==> src/rtl/mep_pkg.sv <==
// Shared types for the multi-edge compare PWM stage.
// Assumes: 2-bit action codes as defined in the brief.
package mep_pkg;

    typedef enum logic [1:0] {
        ACT_NONE = 2'b00,
        ACT_CLR  = 2'b01,
        ACT_SET  = 2'b10,
        ACT_TGL  = 2'b11
    } edge_act_e;

    // Next pin level for a given action and current level.
    function automatic logic apply_act(edge_act_e a, logic cur);
        case (a)
            ACT_CLR: apply_act = 1'b0;
            ACT_SET: apply_act = 1'b1;
            ACT_TGL: apply_act = ~cur;
            default: apply_act = cur;
        endcase
    endfunction

endpackage

==> src/rtl/mep_lane_mux.sv <==
// Selects the compare value and action code of the lane a pin is waiting on.
// Assumes: idx is in 0..NPER; idx == NPER (sequence done) yields zeros/none.
module mep_lane_mux
    import mep_pkg::*;
#(
    parameter int CW   = 16,
    parameter int NPER = 4,
    parameter int IW   = 3
) (
    input  logic [NPER*CW-1:0] cmp_bus,
    input  logic [2*NPER-1:0]  act_bus,
    input  logic [IW-1:0]      idx,
    output logic [CW-1:0]      cur_cmp,
    output edge_act_e          cur_act
);

    // Lane selection by index.
    always_comb begin
        cur_cmp = '0;
        cur_act = ACT_NONE;
        for (int j = 0; j < NPER; j++) begin
            if (idx == IW'(j)) begin
                cur_cmp = cmp_bus[j*CW +: CW];
                cur_act = edge_act_e'(act_bus[2*j +: 2]);
            end
        end
    end

endmodule

==> src/rtl/mep_edge_seq.sv <==
// Per-pin lane sequencer: holds the index of the pending lane, raises hit
// when the counter equals it, and rewinds on the period-start strobe.
// Assumes: lane values rise within the group; no spacing check is made.
module mep_edge_seq #(
    parameter int CW   = 16,
    parameter int NPER = 4,
    parameter int IW   = 3
) (
    input  logic          clk,
    input  logic          rst_n,
    input  logic [CW-1:0] tbase_cnt,
    input  logic          tbase_zero,
    input  logic [IW-1:0] used_cfg,
    input  logic [CW-1:0] cur_cmp,
    output logic [IW-1:0] idx,
    output logic          hit
);

    localparam logic [IW-1:0] MAX_USED = IW'(NPER);

    logic [IW-1:0] eff_used;
    logic          live;

    // Clamp the enabled-lane count to the lanes that exist.
    always_comb eff_used = (used_cfg > MAX_USED) ? MAX_USED : used_cfg;

    // A match counts only for a pending lane outside a restart cycle.
    always_comb begin
        live = (idx < eff_used);
        hit  = live && !tbase_zero && (tbase_cnt == cur_cmp);
    end

    // Index register: rewind at period start, step after each match.
    always_ff @(posedge clk) begin
        if (!rst_n)          idx <= '0;
        else if (tbase_zero) idx <= '0;
        else if (hit)        idx <= idx + IW'(1);
    end

endmodule

==> src/rtl/mep_pin.sv <==
// Output flop of one PWM pin; applies the selected action on a match.
// Assumes: hit and act come from the same cycle's lane selection.
module mep_pin
    import mep_pkg::*;
(
    input  logic      clk,
    input  logic      rst_n,
    input  logic      hit,
    input  edge_act_e act,
    output logic      pin
);

    // Pin register: low in reset, updated only on a match.
    always_ff @(posedge clk) begin
        if (!rst_n)   pin <= 1'b0;
        else if (hit) pin <= apply_act(act, pin);
    end

endmodule

==> src/rtl/multi_edge_pwm.sv <==
// Two-pin multi-edge PWM stage. Lanes 0..NPER-1 drive pin A and lanes
// NPER..2*NPER-1 drive pin B; each pin runs its own lane sequencer.
// Assumes: register inputs stay constant within a period.
module multi_edge_pwm
    import mep_pkg::*;
#(
    parameter int CW   = 16,
    parameter int NPER = 4
) (
    input  logic                      clk,
    input  logic                      rst_n,
    input  logic [CW-1:0]             tbase_cnt,
    input  logic                      tbase_zero,
    input  logic [2*NPER*CW-1:0]      cmp_lanes,
    input  logic [2*NPER-1:0]         act_cfg_a,
    input  logic [2*NPER-1:0]         act_cfg_b,
    input  logic [$clog2(NPER+1)-1:0] used_a,
    input  logic [$clog2(NPER+1)-1:0] used_b,
    output logic                      pwm_a,
    output logic                      pwm_b
);

    localparam int NOUT = 2;
    localparam int IW   = $clog2(NPER + 1);
    localparam int GW   = NPER * CW;

    logic [NOUT-1:0][2*NPER-1:0] act_grp;
    logic [NOUT-1:0][IW-1:0]     used_grp;
    logic [NOUT-1:0][IW-1:0]     idx_v;
    logic [NOUT-1:0]             hit_v;
    logic [NOUT-1:0][1:0]        act_sel;
    logic [NOUT-1:0]             pin_v;

    // Group the per-pin configuration for the generate loop.
    always_comb begin
        act_grp[0]  = act_cfg_a;
        act_grp[1]  = act_cfg_b;
        used_grp[0] = used_a;
        used_grp[1] = used_b;
    end

    for (genvar g = 0; g < NOUT; g++) begin : g_pin
        logic [CW-1:0] cur_cmp;
        edge_act_e     cur_act;

        mep_lane_mux #(.CW(CW), .NPER(NPER), .IW(IW)) u_mux (
            .cmp_bus (cmp_lanes[g*GW +: GW]),
            .act_bus (act_grp[g]),
            .idx     (idx_v[g]),
            .cur_cmp (cur_cmp),
            .cur_act (cur_act)
        );

        mep_edge_seq #(.CW(CW), .NPER(NPER), .IW(IW)) u_seq (
            .clk        (clk),
            .rst_n      (rst_n),
            .tbase_cnt  (tbase_cnt),
            .tbase_zero (tbase_zero),
            .used_cfg   (used_grp[g]),
            .cur_cmp    (cur_cmp),
            .idx        (idx_v[g]),
            .hit        (hit_v[g])
        );

        mep_pin u_pin (
            .clk   (clk),
            .rst_n (rst_n),
            .hit   (hit_v[g]),
            .act   (cur_act),
            .pin   (pin_v[g])
        );

        // Expose the selected action code for the checker.
        always_comb act_sel[g] = cur_act;
    end

    // Drive the pins.
    always_comb begin
        pwm_a = pin_v[0];
        pwm_b = pin_v[1];
    end

endmodule

==> config.mk <==
export PLATFORM = sky130hd
export DESIGN_NAME = multi_edge_pwm
export DESIGN_NICKNAME = d
export VERILOG_FILES = /design/src/rtl/mep_pkg.sv /design/src/rtl/mep_lane_mux.sv /design/src/rtl/mep_edge_seq.sv /design/src/rtl/mep_pin.sv /design/src/rtl/multi_edge_pwm.sv
export SDC_FILE = /design/constraint.sdc
export NUM_CORES = 1
export LEC_CHECK = 0
export CAP_MARGIN = 10
export CORE_MARGIN = 5
export CORE_UTILIZATION = 33
export DETAILED_ROUTE_END_ITERATION = 8
export GPL_TIMING_DRIVEN = 0
export PLACE_DENSITY = 0.91
export REMOVE_ABC_BUFFERS = 1
export SLEW_MARGIN = 25
export SYNTH_ARGS = -nofsm -noshare
export SYNTH_HDL_FRONTEND = slang
export SYNTH_HIERARCHICAL = 1
export SYNTH_SLANG_ARGS = --single-unit
==> constraint.sdc <==
create_clock -name clk -period 3.7 [get_ports clk]
set_input_delay 0.555 -clock clk [delete_from_list [all_inputs] [get_ports clk]]
set_output_delay 0.555 -clock clk [all_outputs]
set_load 0.02 [all_outputs]
Yosys cells after proc, flatten, opt, wreduce, memory -nomap -nowiden
Cells that the tools add are included.
Word-level totals
  register bits: 8
  output and inout port bits: 2
  word-level logic and storage cells: 59
Cells by class
  add/sub/neg operators: 2
  magnitude comparators: 4
  eq/ne operators: 14
  mux-type cells: 20
  bitwise logic cells: 3
  reductions and logical operators: 12
Operator list (count)
  $mux 16: 8
  $eq 16x16->1: 2
  $mux 2: 8
  $eq 3x2->1 const B: 4
  $eq 2x2->1 const B: 4
  $add 3x1->3 const B: 2
  $eq 3x1->1 const B: 2
  $gt 3x3->1 const B: 2
  $logic_not 3->1: 2
  $lt 3x3->1: 2
  $mux 3: 2
  $pmux 1 s3: 2
  $reduce_bool 3->1: 2
  $eq 2x1->1 const B: 2
  $logic_and 1x1->1: 4
  $reduce_and 2->1: 2
  $not 1->1: 3
  $reduce_or 2->1: 1
  $logic_not 1->1: 1

Depth between registers and ports, before layout
Gate-level depths: netlist of run 1.
  depth after elaboration: 8
  gate-level depth with buffers: 10

Hierarchy
Netlist of run 1, hierarchy kept.
Modules (own cells, without submodules)
  mep_lane_mux: times used 2, cells each 64, area each 566.8 µm², sequential area each 0.0 µm²
  mep_edge_seq: times used 2, cells each 46, area each 384.1 µm², sequential area each 60.1 µm²
  mep_pin: times used 2, cells each 4, area each 42.5 µm², sequential area each 20.0 µm²

Worst setup path after synthesis of run 1
Ideal clock, no wire load.
  kind: register to register
  from: register g_pin[0].u_seq.idx[1]
  to: register g_pin[0].u_seq.idx[2]
  arrival: 2.542 ns
  required time: 3.630 ns
  slack: 1.088 ns
  stages on the path, launching flop included: 10
  buffers on the path: 2
  clock period less this slack: 2.612 ns
  cells stage by stage: dfxtp_1 -> buf_6 -> buf_6 -> mux2i_1 -> o22ai_1 -> xor2_1 -> or3_1 -> or4_4 -> or4_1 -> a21oi_1
On the way
  longest elaborated chain between the ends: 7
  elaborated cells between the ends (all ways): 13
  classes of those cells: add/sub: 1; order compare: 1; eq/ne: 4; mux: 4; reduce/logical: 3
Ends and longest elaborated chain
  start: declaration: line mep_edge_seq.sv:15  | output logic [IW-1:0] idx,
  start signal: assignment: line mep_edge_seq.sv:37  | else if (hit) idx <= idx + IW'(1);
  $logic_not 3->1: line mep_lane_mux.sv:22  | if (idx == IW'(j)) begin
  $mux 16 (3 in a row): line mep_lane_mux.sv:22
  $mux 16 (*): line mep_lane_mux.sv:22
  named net g_pin[0].cur_cmp[4]: line multi_edge_pwm.sv:43  | logic [CW-1:0] cur_cmp;
  $eq 16x16->1 (*): line mep_edge_seq.sv:30  | hit = live && !tbase_zero && (tbase_cnt == cur_cmp);
  $logic_and 1x1->1 (*): line mep_edge_seq.sv:30
Mark *: on every way through the listed nets, which the timed path passes. The rest lies on a longest branch.
A chain may end at the register's enable or synchronous reset.

Final worst setup path of run 1
  from: register g_pin[0].u_seq.idx[1]
  to: register g_pin[0].u_seq.idx[1]
On the way
  longest elaborated chain between the ends: 7
  elaborated cells between the ends (all ways): 13
  classes of those cells: add/sub: 1; order compare: 1; eq/ne: 4; mux: 4; reduce/logical: 3
Ends and longest elaborated chain
  $logic_not 3->1: line mep_lane_mux.sv:22
  $mux 16 (3 in a row): line mep_lane_mux.sv:22
  $mux 16 (*): line mep_lane_mux.sv:22
  named net g_pin[0].cur_cmp[4]: line multi_edge_pwm.sv:43
  $eq 16x16->1 (*): line mep_edge_seq.sv:30
  $logic_and 1x1->1 (*): line mep_edge_seq.sv:30
  named net hit_v[0]: line multi_edge_pwm.sv:30  | logic [NOUT-1:0] hit_v;
Marked as above.

==> summary.txt, run 1 <==
Run status
  • Status: finished, final reports clean

Placed design
  • Placer Congestion: 0.802
  • Port Buffers: 170
  • DP Worst Slack: 0.583 ns
  • Detailed-placement wirelength estimate: slightly below 7 mm

Clock tree
  • Post-CTS Hold Buffers: 0
  • H-tree depth: 1
  • Total CTS buffers: 3
  • Worst skew pair latency: 0.23 ns
  • Post-CTS Repair Setup Buffers: 0
  • Post-cts resize count: 0
  • CTS Sinks: 8
  • Clk slew on worst S/H paths: 0.04 ns
  • Root Driver: clkbuf_8
  • CTS tree: built
  • Clk buf depth: 2

Route
  • Routed Antenna Nets: 0
  • WL final: just under 8 mm
  • Vias per cell: 5.18
  • DRC errors left: 0
  • Drt first-iter violations: 37
  • DRT Pass-1 Iters: 4
  • Drt wl/cell: 16.9 um
  • DR vias: 2394

Final layout
  • Final core occ: 63.2%
  • Final net count: 564
  • Area Overhead vs Synth: 87.2%
  • Layout cell share with drive strength beyond 1: 2.84%
  • FILL cells: 526
  • Antenna cells: 0

Worst setup path
  • Critical path class: flop to flop
  • Critical Path Sink Type: flop
  • Worst-case reg-to-reg path depth: 8
  • Startpoint types: flop
  • Worst EP arrival: 3.21 ns
  • R2r endpoint: g_pin[0].u_seq/idx[1]
  • Reg2reg setup slack: 0.61 ns
  • Critical path required time: 3.82 ns
  • Reg2reg start: g_pin[0].u_seq/idx[1]
  • Largest driver fanout on the critical path: 21

Floorplan
  • Die boundary height: 87.6 um
  • Core area: 0.00589 mm2
  • Num ports: ~170
  • Die footprint: 0.00767 mm2
  • Overall die width: between 80 and 90 um
  • Initial Utilization: between 30 and 40%
  • Row cnt: 28

Logic synthesis
  • Post-synthesis cell type count: 30
  • Register area share after synthesis: 8.06%
  • Yosys top cell area share: 36.3%
  • Synth top cells by count: 72 x mux2i_1, 36 x o22ai_1, 28 x xor2_1
  • Yosys warns: 6
  • Avg Cell Area, Syn: 8.71 um2
  • Main synth FF type: dfxtp_1
  • Share of flip-flops with an asynchronous set or reset: 0%
  • Most numerous cell in the Yosys netlist: mux2i_1
  • EDFF count, synth: 0
  • Synth area leader: mux2i_1
  • Yosys reg bits: 8
  • Synth Cell Area: 0.00199 mm2
  • Area contributors post-synth: mux2i_1 36%, xor2_1 12%, o22ai_1 11%
  • Syn Inst Count: around 230

STA
  • Final Hold Fails: 0
  • Final min period: 3.09 ns
  • Max-slew violation count: 0
  • RSZ-0062 raised after global routing: no
  • Slew HR: 47.3%
  • Period utilization: a little over four fifths
  • Setup ws final: 0.605 ns
  • Slew at the pin closest to its max-slew limit: 0.790 ns
  • Peak Freq: 323 MHz
  • Min Hold Slack: approximately 0.5 ns
  • Final setup fails: 0
  • Clock skew: between 0.0001 and 0.00015 ns

Global route
  • Pin count of the biggest net entering global routing: 25
  • Vias in the first global route: 2569
  • First-pass GRT wire length: 11.8 mm
  • Total grt overflow: 0
  • GRT Total Usage: 19.4%
  • Antenna violations before repair: 0

Pwr
  • Max VDD drop: ~0.10 mV
  • Pleak: 1.22 nW
  • Power density cells: 125 mW/mm2

Hold path
  • Worst hold start: g_pin[0].u_pin/pin
  • Hold path endpoint: g_pin[0].u_pin/pin
  • Worst Hold Path Cells: 1
  • HP Class: flop to flop

Run
  • Max_cap viols: 0
routing by layer:
metal,vias to the layer above,global-route usage (%),part of all wire (%)
li1,1191,-,-
met1,1079,20.8,38
met2,107,38.1,50
met3,17,3.95,8.8
met4,0,5.02,2.2
met5,-,0,0
state kept, by name, summed over array words and instances (netlist names):
name	count
g_pin.u_pin/pin	2
g_pin.u_seq/idx	6
cell usage in the layout (no fill, tap or decap), types with 3 or more instances in the layout:
master and count:
clkdlybuf4s50_1 170, mux2i_1 72, o22ai_1 36, xor2_1 28
nand2_1 6, dfxtp_1 6, inv_1 6, ha_1 6
o21ai_0 4, xnor2_1 4, nor4_1 4, or4_1 4
and2_1 4, clkbuf_8 3
logic make-up (layout without fill, tap and decap cells):
group	Yosys count	after routing	synth area share (%)
XOR/XNOR	32	32	14.1
AO/OA/AOI/OAI	48	48	15.2
buffers and inverters	22	181	9.32
AND/OR/NAND/NOR	38	38	12.1
adder cells (fa/ha/maj)	6	6	3.78
multiplexers	74	74	37.4
flip-flops	8	8	8.06
final cells by class:
type / count / area, um2 / area share [%]
Tap cell: 75 / 93.8 / 2.52
Sequential cell: 8 / 163 / 4.37
Multi-Input combinational cell: 198 / 1640 / 44.1
Clock buffer: 3 / 41.3 / 1.11
Timing Repair Buffer: 172 / 1760 / 47.2
Inverter: 6 / 22.5 / 0.606
worst max-delay path: stages, from the launching register on:
cell and delay (ns):
dfxtp_2 0.73, buf_16 0.25, mux2i_1 0.21, o22ai_1 0.11, xor2_1 0.20, or3_1 0.33, or4_4 0.56, nor2_1 0.24
mux2_2 0.36
stage by stage:
| step | cells | area, um2 | TNS, ns | total power, mW |
|---|---|---|---|---|
| after floorplan | 212 | 1820 | 0 | 0.160 |
| after global placement | 457 | 3620 | -1.30 | 0.352 |
| after CTS | 462 | 3720 | 0 | 0.468 |
| after global routing | 462 | 3720 | 0 | 0.491 |
| final | 462 | 3720 | 0 | 0.464 |
| after detailed placement | 459 | 3680 | 0 | 0.359 |
power by group:
part / total [mW] / internal [mW] / switching (mW)
sequential: 0.0865 / 0.0865 / 0.000000396
clock: 0.108 / 0.0707 / 0.0371
combinational: 0.270 / 0.198 / 0.0715
total: 0.464 / 0.355 / 0.109
worst max-delay path by stage:
stage                                      from                    end  slack [ns]  cells past startpoint
after global placement    g_pin[1].u_seq/idx[1]  g_pin[1].u_seq/idx[1]       -0.22                      7
after detailed placement  g_pin[0].u_seq/idx[1]  g_pin[0].u_seq/idx[1]        0.58                      8
final                     g_pin[0].u_seq/idx[1]  g_pin[0].u_seq/idx[1]        0.61                      8
after CTS                 g_pin[0].u_seq/idx[1]  g_pin[0].u_seq/idx[1]        0.57                      8
after floorplan           g_pin[0].u_seq/idx[1]  g_pin[0].u_seq/idx[2]        0.19                      7
after global routing      g_pin[0].u_seq/idx[1]  g_pin[0].u_seq/idx[1]        0.41                      8
(Power assumes the default switching activity.)
==> inputs of run 2 (changes only) <==
--- a/config.mk
+++ b/config.mk
@@ -7,10 +7,10 @@
 export LEC_CHECK = 0
 export CAP_MARGIN = 10
 export CORE_MARGIN = 5
-export CORE_UTILIZATION = 33
+export CORE_UTILIZATION = 30
 export DETAILED_ROUTE_END_ITERATION = 8
 export GPL_TIMING_DRIVEN = 0
-export PLACE_DENSITY = 0.91
+export PLACE_DENSITY = 0.88
 export REMOVE_ABC_BUFFERS = 1
 export SLEW_MARGIN = 25
 export SYNTH_ARGS = -nofsm -noshare
==> constraint.sdc (replaced) <==
create_clock -name clk -period 2.7 [get_ports clk]
set_input_delay 0.405 -clock clk [delete_from_list [all_inputs] [get_ports clk]]
set_output_delay 0.405 -clock clk [all_outputs]
set_load 0.02 [all_outputs]
==> summary.txt, run 2 (synthesized netlist as in run 1, its figures left out) <==
Run status
  • Status: finished, final reports clean

Clock tree
  • Clk slew on worst S/H paths: 0.05 ns (about the same)
  • H-tree depth: 1 (unchanged)
  • CTS Sinks: 8 (unchanged)
  • Worst skew pair latency: 0.24 ns (about the same)
  • Root Driver: clkbuf_8
  • Post-CTS Hold Buffers: 0 (unchanged)
  • Total CTS buffers: 3 (unchanged)
  • Clk buf depth: 2 (unchanged)
  • CTS tree: built

Worst setup path
  • Worst EP arrival: 2.77 ns (-0.44 ns)
  • Crit path cell chain: clkdlybuf4s50_1, mux2i_1, o22ai_1, xor2_1, or3_1, or4_4, or4_1, a21oi_1
  • Worst path bufs/invs: 1 (unchanged)
  • Reg2reg setup slack: 0.11 ns (-0.50 ns)
  • Critical path required time: 2.87 ns (-0.95 ns)
  • Critical path class: primary input to flop
  • R2r endpoint: g_pin[0].u_seq/idx[2]
  • Worst path max stage delay: 0.57 ns (-0.16 ns)
  • Worst-case reg-to-reg path depth: 7 (-1)
  • Reg2reg start: g_pin[0].u_seq/idx[2]
  • Critical Path Sink Type: flop
  • Largest driver fanout on the critical path: 4 (-81%)
  • Startpoint types: primary input
  • Slowest CP cell: or4_4
  • Crit-path leading delay family: simple AND/OR/NAND/NOR gates

Final layout
  • Multi-input gate area: 0.00169 mm2 (+2.7%)
  • Most flop-heavy register: g_pin.u_seq/idx
  • Reg area: 169 um2 (+3.8%)
  • Commonest non-fill, non-tap cell in the layout: clkdlybuf4s50_1
  • Commonest non-fill, non-tap cells in the layout: 170 x clkdlybuf4s50_1, 72 x mux2i_1, 36 x o22ai_1
  • Max reg flops: 6 (unchanged)
  • Antenna cells: 0 (unchanged)
  • Cell area after layout: 0.00397 mm2 (+6.6%)
  • Layout cell share with drive strength beyond 1: 10.5% (+7.7 points)
  • Final net count: 585 (+3.7%)
  • FILL cells: 545 (+3.6%)
  • Area Overhead vs Synth: 99.6%
  • Final core occ: 62.1% (-1.1 points)
  • Biggest regs: g_pin.u_seq/idx: 6 flops, g_pin.u_pin/pin: 2 flops
  • Non-filler cells, final: 486 (+5.2%)

Run
  • Max_cap viols: 0 (unchanged)

STA
  • Slew at the pin closest to its max-slew limit: 0.383 ns (-0.406 ns)
  • Peak Freq: 385 MHz
  • Clock skew: 0.00691 ns (+0.00676 ns)
  • Final Hold Fails: 0 (unchanged)
  • Final min period: 2.60 ns
  • Slew HR: 74.2% (+27 points)
  • RSZ-0062 raised after global routing: no
  • Final setup fails: 0 (unchanged)
  • Setup ws final: 0.101 ns (-0.505 ns)
  • Max-slew violation count: 0 (unchanged)
  • Period utilization: 96.3%

Pwr
  • Switching Share: 24.0% (+0.60 points)
  • Clock group share of total power: 24.6% (+1.4 points)
  • Pleak: 1.35 nW (+10%)
  • Power density cells: 163 mW/mm2 (+31%)
  • Combinational share of power: 57.5% (-0.6 points)
  • PnR Total Power: 648 uW (+40%)
  • Internal power: 492 uW (+39%)
  • P_sw: 156 uW (+43%)
  • Max VDD drop: 0.143 mV (+44%)
  • Sequential power share: 18.0% (-0.7 points)

Route
  • DRT Pass-1 Iters: 4 (unchanged)
  • Vias per cell: 5.22 (+0.82%)
  • DR vias: 2539 (+6.1%)
  • Routed Antenna Nets: 0 (unchanged)
  • Drt wl/cell: 18.0 um (+6.5%)
  • Drt first-iter violations: 54 (+46%)
  • WL final: 8.74 mm (+12%)
  • DRC errors left: 0 (unchanged)

Global route
  • First-pass GRT wire length: 12.9 mm (+8.7%)
  • Antenna violations before repair: 0 (unchanged)
  • Busiest grt layer: met2
  • Pin count of the biggest net entering global routing: 24 (-4.0%)
  • GRT Total Usage: 18.7% (-0.77 points)
  • Vias in the first global route: 2779 (+8.2%)
  • GR Layer Usage met2: 34.2% (-3.8 points)
  • M1 GR Usage: 20.3% (-0.54 points)
  • Met3 Use GR: 4.55% (+0.59 points)
  • Total grt overflow: 0 (unchanged)

Floorplan
  • Overall die width: 91.4 um (+4.3%)
  • Die footprint: 0.00835 mm2 (+8.8%)
  • Num ports: 171 (unchanged)
  • Core area: 0.00639 mm2 (+8.5%)
  • Die boundary height: 91.4 um (+4.3%)
  • Row cnt: 29 (+3.6%)
  • Initial Utilization: 31.1% (-2.6 points)

Hold path
  • Hold path endpoint: g_pin[0].u_pin/pin
  • Worst Hold Path Cells: 1 (unchanged)
  • Worst hold start: g_pin[0].u_pin/pin
  • HP Class: flop to flop

Placed design
  • DP Worst Slack: -0.433 ns (-1.02 ns)
  • Placed insts: 460 (+0.22%)
  • Placer Congestion: 0.766 (-4.5%)
  • Detailed-placement wirelength estimate: 6.74 mm (-3.0%)
  • Placed inst area: 0.00365 mm2 (-0.82%)
  • Port Buffers: 170 (unchanged)
## run 2: cell type report
cell class	count	area share, %
clock buffers	4	1.14
inverters	6	0.568
multi-input cells	198	42.5
flip-flops and latches	8	4.26
well taps	77	2.43
repair buffers	193	49.1
## run 2: through the flow
step	hold WS (ns)	TNS [ns]
finish	0.496	0
global route	0.521	0
CTS	0.504	0
detailed placement	0.493	-2.76
global placement	0.478	-9.79
floorplan	0.468	-6.25
## run 2: what timing repair did
| item | CTS | global route |
|---|---|---|
| setup buffers | 5 | 16 |
| pin swaps | 1 | 3 |
| cloned | 0 | 1 |
| endpoints found under the setup margin | 8 | 6 |
| resized for setup | 10 | 6 |
## run 2: power groups by stage
stage / clock (mW) / combinational (mW) / sequential (mW)
floorplan: 0 / 0.0981 / 0.121
global placement: 0 / 0.359 / 0.121
detailed placement: 0 / 0.368 / 0.120
CTS: 0.162 / 0.370 / 0.116
global route: 0.167 / 0.399 / 0.116
finish: 0.159 / 0.372 / 0.116
## run 2: worst max-delay path by stage
stage	from	to	slack [ns]	cells after the start
floorplan	g_pin[0].u_seq/idx[1]	g_pin[0].u_seq/idx[2]	-0.81	7
global placement	g_pin[0].u_seq/idx[1]	g_pin[0].u_seq/idx[1]	-1.28	7
detailed placement	g_pin[0].u_seq/idx[1]	g_pin[0].u_seq/idx[1]	-0.43	8
CTS	used_b[2]	g_pin[1].u_seq/idx[2]	0.01	9
global route	used_b[2]	g_pin[1].u_seq/idx[2]	0.004	9
finish	cmp_lanes[4]	g_pin[0].u_seq/idx[2]	0.10	8
## run 2: layer usage
layer  vias to the layer above  share of wire (%)
li1                       1233                  -
met1                      1154                 37
met2                       129                 51
met3                        23                8.5
met4                         0                3.1
met5                         -                  0
==> inputs of run 3 (changes only) <==
--- a/config.mk
+++ b/config.mk
@@ -7,11 +7,12 @@
 export LEC_CHECK = 0
 export CAP_MARGIN = 10
 export CORE_MARGIN = 5
-export CORE_UTILIZATION = 30
+export CORE_UTILIZATION = 33
 export DETAILED_ROUTE_END_ITERATION = 8
 export GPL_TIMING_DRIVEN = 0
-export PLACE_DENSITY = 0.88
+export PLACE_DENSITY = 0.91
 export REMOVE_ABC_BUFFERS = 1
+export SETUP_SLACK_MARGIN = 0.3
 export SLEW_MARGIN = 25
 export SYNTH_ARGS = -nofsm -noshare
 export SYNTH_HDL_FRONTEND = slang
==> constraint.sdc (replaced) <==
create_clock -name clk -period 2.43 [get_ports clk]
set_input_delay 0.3645 -clock clk [delete_from_list [all_inputs] [get_ports clk]]
set_output_delay 0.3645 -clock clk [all_outputs]
set_load 0.02 [all_outputs]
==> summary.txt, run 3 (synthesized netlist as in run 1, its figures left out) <==
Floorplan
  • Initial Utilization: 33.8% (+2.6 points)
  • Core area: 0.00589 mm2 (-7.8%)
  • Die footprint: 0.00767 mm2 (-8.1%)
  • Overall die width: 87.6 um (-4.1%)
  • Die boundary height: 87.6 um (-4.1%)
  • Row cnt: 28 (-3.4%)
  • Num ports: 171 (unchanged)

Worst setup path
  • Largest driver fanout on the critical path: 4 (unchanged)
  • Worst path bufs/invs: 1 (unchanged)
  • Critical path required time: 2.59 ns (-0.28 ns)
  • Startpoint types: flop
  • Worst path max stage delay: 0.53 ns (-0.04 ns)
  • Critical path class: flop to flop
  • Slowest CP cell: or4_4
  • Crit path cell chain: buf_16, mux2i_1, o22ai_1, xor2_1, or3_1, or4_4, or4_1, a21oi_1
  • Crit-path leading delay family: simple AND/OR/NAND/NOR gates
  • Critical Path Sink Type: flop
  • Worst EP arrival: 2.65 ns (-0.12 ns)

Clock tree
  • Worst skew pair latency: 0.23 ns (about the same)
  • Total CTS buffers: 3 (unchanged)
  • Clk slew on worst S/H paths: 0.04 ns (about the same)
  • Clk buf depth: 2 (unchanged)
  • H-tree depth: 1 (unchanged)
  • CTS tree: built
  • CTS Sinks: 8 (unchanged)
  • Root Driver: clkbuf_8

STA
  • Slew HR: 80.5% (+6.3 points)
  • Min Hold Slack: 0.496 ns (-0.000389 ns)
  • Clock skew: 0.000224 ns (-0.00669 ns)
  • Final min period: 2.49 ns
  • Final Hold Fails: 0 (unchanged)
  • Final setup fails: 2 (+2)
  • Period utilization: 103%
  • Slew at the pin closest to its max-slew limit: 0.292 ns (-0.0913 ns)
  • Max-slew violation count: 0 (unchanged)
  • RSZ-0062 raised after global routing: yes
  • Setup ws final: -0.0608 ns (-0.161 ns)
  • Peak Freq: approximately 400 MHz

Final layout
  • Final core occ: 69.5% (+7.4 points)
  • Most flop-heavy register: g_pin.u_seq/idx
  • Layout cell share with drive strength beyond 1: 13.8% (+3.3 points)
  • Final net count: 583 (-0.34%)
  • Area Overhead vs Synth: 106%
  • Cell area after layout: 0.00409 mm2 (+3.1%)
  • FILL cells: 474 (-13%)
  • Max reg flops: 6 (unchanged)
  • Biggest regs: g_pin.u_seq/idx: 6 flops, g_pin.u_pin/pin: 2 flops
  • Commonest non-fill, non-tap cells in the layout: 164 x clkdlybuf4s50_1, 67 x mux2i_1, 30 x o22ai_1
  • Commonest non-fill, non-tap cell in the layout: clkdlybuf4s50_1
  • Antenna cells: 0 (unchanged)

Route
  • Drt wl/cell: 18.2 um (+1.2%)
  • Routed Antenna Nets: 0 (unchanged)
  • DRT Pass-1 Iters: 4 (unchanged)
  • Drt first-iter violations: 46 (-15%)
  • DR vias: 2548 (+0.35%)
  • Vias per cell: 5.30 (+1.4%)
  • DRC errors left: 0 (unchanged)
  • WL final: 8.75 mm (+0.13%)

Run status
  • Failing checks: setup timing
  • Status: finished with violations

Run
  • Max_cap viols: 0 (unchanged)

Global route
  • Busiest grt layer: met2
  • Vias in the first global route: 2697 (-3.0%)
  • Total grt overflow: 0 (unchanged)
  • Met3 Use GR: 4.23% (-0.31 points)
  • GR Layer Usage met2: 41.4% (+7.1 points)
  • GRT Total Usage: 20.8% (+2.1 points)
  • Antenna violations before repair: 0 (unchanged)
  • M1 GR Usage: 21.7% (+1.4 points)
  • Pin count of the biggest net entering global routing: 18 (-25%)
  • First-pass GRT wire length: 12.6 mm (-2.2%)

Pwr
  • Power density cells: 177 mW/mm2 (+8.2%)
  • Max VDD drop: 0.148 mV (+3.4%)
  • Pleak: 1.38 nW (+2.5%)
  • PnR Total Power: 723 uW (+12%)

Placed design
  • Placer Congestion: 0.802 (+4.7%)
  • Port Buffers: 170 (unchanged)
  • Detailed-placement wirelength estimate: 6.95 mm (+3.1%)
  • Placed inst area: 0.00368 mm2 (+0.82%)
  • DP Worst Slack: -0.687 ns (-0.254 ns)

Hold path
  • HP Class: flop to flop
-- run 3: layer usage --
metal | part of all wire (%) | vias to the layer above
li1 | - | 1229
met3 | 8.3 | 19
met2 | 53 | 127
met1 | 36 | 1173
met5 | 0 | -
met4 | 2.4 | 0
-- run 3: timing repair --
| action | 4_1_cts | 5_1_grt |
|---|---|---|
| hold buffers | 0 | 0 |
| setup endpoints to repair | 8 | 8 |
| gates cloned | 0 | 1 |
| endpoints found under the hold margin | 0 | 0 |
| buffers inserted | 13 | 5 |
| pin swaps | 6 | 17 |
| gates resized for setup | 30 | 23 |
-- run 3: cell type report --
cell class                 count  area, um2  area share (%)
timing repair buffer         191       1950            47.7
sequential                     8        171            4.19
clock buffer                   3       41.3            1.01
multi-input combinational    198       1810            44.3
inverter                       6       22.5           0.551
tap                           75       93.8            2.30
-- run 3: worst paths after layout --
check | from | to | slack, ns | cells past startpoint
setup / recovery | g_pin[0].u_seq/idx[1] | g_pin[0].u_seq/idx[2] | -0.06 | 8
hold / removal | g_pin[1].u_seq/idx[2] | g_pin[1].u_seq/idx[2] | 0.50 | 2
setup reg to reg | g_pin[0].u_seq/idx[1] | g_pin[0].u_seq/idx[2] | -0.06 | 8
hold reg to reg | g_pin[1].u_seq/idx[2] | g_pin[1].u_seq/idx[2] | 0.50 | 2
-- run 3: power by group --
group | total, mW | internal, mW | switching [mW]
Sequential | 0.130 | 0.130 | 0.000000835
Clock | 0.163 | 0.108 | 0.0552
Combinational | 0.430 | 0.307 | 0.123
Total | 0.723 | 0.544 | 0.179
-- run 3: worst register-to-register path: stages (launching register included) --
cell and delay, ns:
dfxtp_4 0.36, buf_16 0.11, mux2i_1 0.18, o22ai_1 0.11
xor2_1 0.16, or3_1 0.33, or4_4 0.53, or4_1 0.48
a21oi_1 0.15
-- run 3: per-stage QoR --
stage,TNS [ns],cells
after floorplan,-8.41,212
after global placement,-11.46,457
after detailed placement,-4.74,459
after CTS,-0.344,475
after global routing,-0.534,481
final,-0.119,481
